<file path="config.mk">
export PLATFORM = sky130hd
export DESIGN_NAME = hold_stage
export DESIGN_NICKNAME = d
export VERILOG_FILES = /design/src/rtl/hs_pkg.sv /design/src/rtl/hs_strobe_edge.sv /design/src/rtl/hs_mode_dec.sv /design/src/rtl/hs_store_lane.sv /design/src/rtl/hs_out_stage.sv /design/src/rtl/hold_stage.sv
export SDC_FILE = /design/constraint.sdc
export NUM_CORES = 1
export LEC_CHECK = 0
export ABC_AREA = 1
export BUFFER_PORTS_ARGS = -buffer_cell sky130_fd_sc_hd__buf_2
export CAP_MARGIN = 20
export CORE_MARGIN = 2
export CORE_UTILIZATION = 54
export CTS_CLUSTER_DIAMETER = 50
export DETAILED_ROUTE_END_ITERATION = 7
export PLACE_DENSITY_LB_ADDON = 0.3
export SLEW_MARGIN = 30
export SYNTH_ARGS = -nofsm -noshare
export SYNTH_HDL_FRONTEND = slang
export SYNTH_HIERARCHICAL = 1
export SYNTH_SLANG_ARGS = --single-unit
</file>
<file path="constraint.sdc">
create_clock -name clk -period 2.39 [get_ports clk]
set_input_delay 0.239 -clock clk [delete_from_list [all_inputs] [get_ports clk]]
set_output_delay 0.239 -clock clk [all_outputs]
set_load 0.02 [all_outputs]
</file>
<file path="src/rtl/hs_pkg.sv">
// Package for the word stage: default geometry and the storage mode encoding.
// Assumes the data width is a whole number of parity lanes.
package hs_pkg;

    localparam int HS_DATA_W_DEF = 16;
    localparam int HS_LANE_W_DEF = 8;

    // What the store does at the next clk edge.
    typedef enum logic [1:0] {
        HS_HOLD    = 2'd0,
        HS_TRACK   = 2'd1,
        HS_CAPTURE = 2'd2
    } hs_mode_e;

    // Number of parity lanes for a given data and lane width.
    function automatic int hs_lanes(input int data_w, input int lane_w);
        return data_w / lane_w;
    endfunction

endpackage

</file>
<file path="src/rtl/hs_strobe_edge.sv">
// Strobe edge finder: reports a rising strobe as seen by two consecutive clk
// samples. Assumes the strobe is already synchronous to clk. The reference
// flop has no reset, so it follows the strobe during reset and no edge is
// reported when reset ends with the strobe already high.
module hs_strobe_edge (
    input  logic clk,
    input  logic strobe,
    output logic rise
);

    logic strobe_q;

    // Keep the strobe value from the previous clk edge.
    always_ff @(posedge clk) begin
        strobe_q <= strobe;
    end

    // A rise is a high sample that follows a low one.
    always_comb begin
        rise = strobe & ~strobe_q;
    end

endmodule

</file>
<file path="src/rtl/hs_mode_dec.sv">
// Mode decoder: picks what the store does at the next clk edge. An open latch
// takes priority over the strobe, and a strobe rise counts only while the
// latch is closed. Assumes rise comes from hs_strobe_edge.
module hs_mode_dec
    import hs_pkg::*;
(
    input  logic     lat_open,
    input  logic     rise,
    output hs_mode_e mode,
    output logic     load
);

    // Priority: open latch, then strobe rise, else hold.
    always_comb begin
        if (lat_open) begin
            mode = HS_TRACK;
        end else if (rise) begin
            mode = HS_CAPTURE;
        end else begin
            mode = HS_HOLD;
        end
    end

    // Any mode other than hold writes the store.
    always_comb begin
        load = (mode != HS_HOLD);
    end

endmodule

</file>
<file path="src/rtl/hs_store_lane.sv">
// One lane of storage: a byte of data plus its parity bit. Clears on a
// synchronous active-low reset and loads when told to. Assumes load is
// already qualified by the mode decoder.
module hs_store_lane #(
    parameter int LANE_W = 8
) (
    input  logic              clk,
    input  logic              rst_n,
    input  logic              load,
    input  logic [LANE_W-1:0] d_data,
    input  logic              d_par,
    output logic [LANE_W-1:0] q_data,
    output logic              q_par
);

    // Store the lane word, cleared by reset.
    always_ff @(posedge clk) begin
        if (!rst_n) begin
            q_data <= '0;
            q_par  <= 1'b0;
        end else if (load) begin
            q_data <= d_data;
            q_par  <= d_par;
        end
    end

endmodule

</file>
<file path="src/rtl/hs_out_stage.sv">
// Output stage: selects the live input while the latch is open, otherwise the
// stored word, and forces zero with the drive flag low while released.
// Assumes the live and held words share one packing.
module hs_out_stage #(
    parameter int DATA_W = 16,
    parameter int LANES  = 2
) (
    input  logic              sel_live,
    input  logic              out_en_n,
    input  logic [DATA_W-1:0] live_data,
    input  logic [LANES-1:0]  live_par,
    input  logic [DATA_W-1:0] held_data,
    input  logic [LANES-1:0]  held_par,
    output logic [DATA_W-1:0] o_data,
    output logic [LANES-1:0]  o_par,
    output logic              o_drive
);

    logic [DATA_W-1:0] pick_data;
    logic [LANES-1:0]  pick_par;

    // Transparent bypass or stored word.
    always_comb begin
        pick_data = sel_live ? live_data : held_data;
        pick_par  = sel_live ? live_par  : held_par;
    end

    // Drive or release the output.
    always_comb begin
        o_drive = ~out_en_n;
        o_data  = o_drive ? pick_data : '0;
        o_par   = o_drive ? pick_par  : '0;
    end

endmodule

</file>
<file path="src/rtl/hold_stage.sv">
// Word stage top: strobe edge finder, mode decoder, one store lane per
// parity byte, and the output stage. Assumes DATA_W is a multiple of LANE_W
// and that all inputs are synchronous to clk.
module hold_stage
    import hs_pkg::*;
#(
    parameter int DATA_W = HS_DATA_W_DEF,
    parameter int LANE_W = HS_LANE_W_DEF
) (
    input  logic                                clk,
    input  logic                                rst_n,
    input  logic                                lat_open,
    input  logic                                strobe,
    input  logic                                out_en_n,
    input  logic [DATA_W-1:0]                   din_data,
    input  logic [hs_lanes(DATA_W, LANE_W)-1:0] din_par,
    output logic [DATA_W-1:0]                   dout_data,
    output logic [hs_lanes(DATA_W, LANE_W)-1:0] dout_par,
    output logic                                dout_drive
);

    localparam int LANES = hs_lanes(DATA_W, LANE_W);

    logic              strobe_rise;
    logic              store_load;
    hs_mode_e          store_mode;
    logic [DATA_W-1:0] held_data;
    logic [LANES-1:0]  held_par;

    hs_strobe_edge u_edge (
        .clk    (clk),
        .strobe (strobe),
        .rise   (strobe_rise)
    );

    hs_mode_dec u_mode (
        .lat_open (lat_open),
        .rise     (strobe_rise),
        .mode     (store_mode),
        .load     (store_load)
    );

    // One storage lane per parity byte.
    for (genvar g = 0; g < LANES; g++) begin : g_lane
        hs_store_lane #(
            .LANE_W (LANE_W)
        ) u_lane (
            .clk    (clk),
            .rst_n  (rst_n),
            .load   (store_load),
            .d_data (din_data[g*LANE_W +: LANE_W]),
            .d_par  (din_par[g]),
            .q_data (held_data[g*LANE_W +: LANE_W]),
            .q_par  (held_par[g])
        );
    end

    hs_out_stage #(
        .DATA_W (DATA_W),
        .LANES  (LANES)
    ) u_out (
        .sel_live  (lat_open),
        .out_en_n  (out_en_n),
        .live_data (din_data),
        .live_par  (din_par),
        .held_data (held_data),
        .held_par  (held_par),
        .o_data    (dout_data),
        .o_par     (dout_par),
        .o_drive   (dout_drive)
    );

endmodule

</file>
==> metrics.csv, run 1 <==
stage;metric;value;unit
detailed_routing;drc_errors;0;
worst_setup_path;worstSetupPathType;reg2reg;
worst_setup_path;crit_start;u_edge/strobe_q$_DFF_P_;
min_path;holdCritPathClass;in2reg;
placed_design;place_area;0.001439;mm^2
timing;slew_headroom;43.09;%
worst_setup_path;end_kind;register;
timing;worst_hold_slack;64.92;ps
layout;fillers;242;
timing;clock_skew;0.7720;ps
timing;final.setup.tns;0;ps
power_and_ir_drop;pwr-share-comb;28.6;%
worst_setup_path;cp-start-kind;register;
floorplan;die_w;53.65;um
layout;drive_above_1_share;34.66;%
clock_tree;clock_latency;280;ps
timing;rsz0062_at_grt;false;
power_and_ir_drop;switchingPower;0.2362;mW
clock_tree;cts_tree;yes;
detailed_routing;vias;1188;
status;status;completed;
clock_tree;cts_sinks;19;
power_and_ir_drop;p_int;0.4835;mW
layout;num-nets-final;275;
global_routing;grt_start_max_net_pins;37;
clock_tree;htree_levels;1;
floorplan;die_h;53.65;um
global_routing;grt_pass1_vias;934;
clock_tree;path_clk_slew;100;ps
timing;min_period_over_period;60.28;%
synthesis;avgSynthCellArea;6.163;um^2
global_routing;grt_overflow;0;
placed_design;gp_congestion;0.7066;
detailed_routing;wl_per_cell;7.875;um
power_and_ir_drop;power.density;491.2;mW/mm^2
timing;hold_viol;0;
power_and_ir_drop;peakVddDrop;0.3385;mV
timing;fin_ws;949.3;ps
clock_tree;ctsResizeCount;0;
worst_setup_path;worstPathArrival;1630;ps
synthesis;yosys_warnings;6;
detailed_routing;dr.pass1.iters;4;
power_and_ir_drop;p_leak;0.9217;nW
floorplan;fp.dieArea;0.002878;mm^2
timing;fmax;694.1;MHz
placed_design;dp_slack;795.0;ps
layout;seqCellArea;380.4;um^2
power_and_ir_drop;swShare;32.82;%
global_routing;grt_pass1_wl;3.726;mm
timing;tightestPinTransition;850.6;ps
synthesis;synth_nets;239;
min_path;min_from;strobe;
run;cap_viol_max_count;0;
global_routing;grt_usage;17.00;%
detailed_routing;drt-initial-drc-count;17;
global_routing;antenna_found_initial;0;
layout;final_area;0.001465;mm^2
floorplan;initial_core_util;58.49;%
layout;antenna_cells;0;
layout;area_delta_synth_final;10.06;%
worst_setup_path;crit_path_max_fanout;36;
synthesis;syn_area;0.001331;mm^2
detailed_routing;wl;2.197;mm
detailed_routing;vias_per_cell;4.258;
power_and_ir_drop;clkPwrFrac;21.7;%
floorplan;core;0.002276;mm^2
timing;slew_viol_final;0;
power_and_ir_drop;power_frac_seq;49.7;%
placed_design;post-dp-hpwl;1.551;mm
worst_setup_path;crit-reg2reg-launch;u_edge/strobe_q$_DFF_P_;
synthesis;syn_inst;216;
timing;finalCriticalPeriod;1441;ps
detailed_routing;drtAntennaViolNets;0;
worst_setup_path;crit_required;2580;ps
placed_design;portBuffers;41;
floorplan;num_rows;17;
floorplan;ios;42;
clock_tree;cts-root-buf;clkbuf_4;
timing;setup_viol;0;
clock_tree;postCtsSetupBuffers;0;
clock_tree;hold_buffers;0;
clock_tree;cts_buffer_depth;2;
layout;multi_input_area;660.6;um^2
clock_tree;cts_buffers;3;
==> final timing paths <==
path	to	slack (ps)	cells after the start
max	g_lane[1].u_lane/q_data[0]$_SDFFE_PN0P_	950	6
min	u_edge/strobe_q$_DFF_P_	60	1
max reg2reg	g_lane[1].u_lane/q_data[0]$_SDFFE_PN0P_	950	6
min reg2reg	g_lane[1].u_lane/q_data[1]$_SDFFE_PN0P_	490	2
==> cell usage in the layout, fill, tap and decap left out <==
cell type and count:
nor2_1 37, buf_4 1, nor2_2 36, clkbuf_4 3, inv_1 39, nand2_1 68, dfxtp_1 19, nand2_2 3
inv_2 1, nand2_4 2, buf_2 41, clkbuf_1 1
==> through the flow <==
step | instances | power, mW | util (%)
2_1_floorplan | 216 | 0.5384 | -
6_report | 279 | 0.7197 | 64.38
3_5_place_dp | 275 | 0.5725 | 63.22
4_1_cts | 279 | 0.7270 | 64.38
3_3_place_gp | 275 | 0.5699 | 63.22
5_1_grt | 279 | 0.7681 | 64.38
==> cell type report <==
cell class                 instances  area share [%]
clock buffer                       4           1.793
inverter                          40           10.25
multi-input combinational        146           45.09
sequential                        19           25.96
tap                               28           2.391
timing repair buffer              42           14.52
==> critical path: stages (launching register included) <==
cell and delay [ps]:
dfxtp_1 320, nor2_2 90, inv_1 50, nand2_2 620
nand2_1 120, nand2_1 110, nor2_2 40
==> power by group through the flow <==
stage | sequential (mW) | combinational, mW | clock, mW
after global placement | 0.364 | 0.205 | 0
after global routing | 0.360 | 0.236 | 0.171
after floorplan | 0.362 | 0.177 | 0
final | 0.357 | 0.206 | 0.156
after detailed placement | 0.365 | 0.208 | 0
after CTS | 0.358 | 0.209 | 0.161
==> metal layers <==
layer | share of wire, % | track usage [%] | up-vias
met5 | 0 | 0 | -
met3 | 5.0 | 2.500 | 2
met2 | 45 | 31.07 | 25
li1 | - | - | 667
met1 | 49 | 20.89 | 494
met4 | 0.91 | 3.846 | 0
==> sequential cells by signal (all words and copies together), names as in the netlist <==
register,cells
g_lane.u_lane/q_data,16
g_lane.u_lane/q_par,2
u_edge/strobe_q,1
(Power assumes the default switching activity.)
==> run 2: changes to the inputs <==
- CORE_UTILIZATION: 54 -> 46
- clock period: 2.39 -> 1.3 ns (I/O delays scaled with it)
==> metrics.csv, run 2 (synthesis gave the netlist of run 1 again) <==
stage;metric;value;unit
floorplan;core;0.002758;mm^2
detailed_routing;wl;2.390;mm
clock_tree;cts_sinks;19;
worst_setup_path;worstSetupPathType;in2reg;
power_and_ir_drop;power.total;1.349;mW
floorplan;die_w;57.80;um
detailed_routing;drt-initial-drc-count;46;
layout;top_register;g_lane.u_lane/q_data;
min_path;holdCritPathClass;in2reg;
global_routing;grt_pass1_vias;1082;
worst_setup_path;end_kind;register;
placed_design;portBuffers;41;
placed_design;post-dp-hpwl;1.677;mm
detailed_routing;dr.pass1.iters;5;
power_and_ir_drop;peakVddDrop;0.5828;mV
layout;largest_register_ffs;16;
floorplan;fp.dieArea;0.003340;mm^2
detailed_routing;wl_met1;1.239;mm
timing;tightestPinTransition;367.4;ps
clock_tree;postCtsSetupBuffers;0;
timing;hold_viol;0;
power_and_ir_drop;swShare;33.36;%
clock_tree;htree_levels;1;
detailed_routing;vias;1217;
worst_setup_path;crit_path_max_fanout;20;
power_and_ir_drop;switchingPower;0.4502;mW
power_and_ir_drop;power_frac_seq;48.6;%
detailed_routing;met2_length;1.025;mm
power_and_ir_drop;pwr-share-comb;29.8;%
floorplan;num_rows;19;
global_routing;grt_overflow;0;
layout;fillers;286;
timing;finalCriticalPeriod;1156;ps
placed_design;gp_congestion;0.6796;
detailed_routing;route.met3.wl;108;um
timing;setup_viol;0;
layout;final_common_cell;nand2_1;
worst_setup_path;worstPathArrival;1350;ps
timing;final.setup.tns;0;ps
global_routing;grt_usage;16.13;%
timing;fmax;864.8;MHz
detailed_routing;vias_per_cell;4.255;
layout;antenna_cells;0;
detailed_routing;wl_per_cell;8.357;um
timing;fin_ws;143.7;ps
status;status;completed;
layout;drive_above_1_share;35.69;%
power_and_ir_drop;p_leak;0.9492;nW
clock_tree;cts_tree;yes;
placed_design;dp_slack;258.3;ps
timing;slew_headroom;75.51;%
layout;area_delta_synth_final;14.10;%
floorplan;ios;42;
clock_tree;path_clk_slew;110;ps
detailed_routing;drtAntennaViolNets;0;
layout;final_util;55.08;%
detailed_routing;routed.top_layer;met4;
floorplan;initial_core_util;48.28;%
global_routing;antenna_found_initial;0;
worst_setup_path;crit_required;1500;ps
worst_setup_path;cp-start-kind;input pin;
layout;mostFrequentLayoutCells;nand2_1, buf_2, inv_1, nor2_1, nor2_2;
clock_tree;cts-root-buf;clkbuf_4;
timing;worst_hold_slack;133.9;ps
power_and_ir_drop;p_int;0.8993;mW
layout;num-nets-final;279;
clock_tree;cts_buffers;3;
timing;rsz0062_at_grt;false;
timing;min_period_over_period;88.95;%
global_routing;grt_start_max_net_pins;22;
floorplan;die_h;57.80;um
timing;slew_viol_final;0;
run;cap_viol_max_count;0;
layout;reg_top3;g_lane.u_lane/q_data (16), g_lane.u_lane/q_par (2), u_edge/strobe_q (1);
clock_tree;clock_latency;290;ps
power_and_ir_drop;clkPwrFrac;21.6;%
power_and_ir_drop;power.density;888.4;mW/mm^2
clock_tree;cts_buffer_depth;2;
global_routing;grt_pass1_wl;4.367;mm
timing;clock_skew;4.410;ps
detailed_routing;drc_errors;0;
[run 2: area by class of cell]
type | count | area [um^2] | area share, %
repair buffers | 46 | 261.5 | 17.22
flip-flops and latches | 19 | 380.4 | 25.04
multi-input cells | 146 | 660.6 | 43.49
well taps | 31 | 38.79 | 2.554
clock buffers | 3 | 22.52 | 1.483
clock inverters | 1 | 5.005 | 0.3295
inverters | 40 | 150.1 | 9.885
[run 2: worst max-delay path, stage by stage]
cell	delay, ps
dlygate4sd3_1	520
buf_2	110
inv_1	40
nor2_2	60
inv_1	50
nand2_2	90
buf_12	180
nand2_1	70
nand2_1	70
nor2_2	30
[run 2: worst paths after layout]
check / to / startpoint / slack [ps] / cells past startpoint
min reg2reg: g_lane[1].u_lane/q_data[7]$_SDFFE_PN0P_ / g_lane[1].u_lane/q_data[7]$_SDFFE_PN0P_ / 490 / 2
min: g_lane[0].u_lane/q_data[5]$_SDFFE_PN0P_ / din_data[5] / 130 / 5
max reg2reg: g_lane[1].u_lane/q_par$_SDFFE_PN0P_ / u_edge/strobe_q$_DFF_P_ / 300 / 7
max: g_lane[1].u_lane/q_par$_SDFFE_PN0P_ / strobe / 140 / 10
[run 2: timing repair]
action / 4_1_cts / 5_1_grt
hold endpoints to repair: 1 / 0
setup endpoints to repair: 0 / 5
hold buffers: 1 / 0
resized for setup: 0 / 1
[run 2: per-stage QoR]
step           cell area [um^2]  cells
2_1_floorplan              1331    216
3_3_place_gp               1478    281
3_5_place_dp               1478    281
4_1_cts                    1515    286
5_1_grt                    1519    286
6_report                   1519    286
[run 2: power by group through the flow]
stage          sequential [mW]  combinational (mW)  clock [mW]
3_5_place_dp             0.670               0.400           0
5_1_grt                  0.663               0.459       0.328
3_3_place_gp             0.669               0.396           0
4_1_cts                  0.657               0.405       0.309
6_report                 0.656               0.402       0.292
2_1_floorplan            0.665               0.325           0
[run 2: per-layer routing]
| layer | track usage [%] | vias to the layer above |
|---|---|---|
| met5 | 0 | - |
| met1 | 22.13 | 508 |
| li1 | - | 679 |
| met3 | 2.009 | 2 |
| met2 | 25.97 | 28 |
| met4 | 5.980 | 0 |
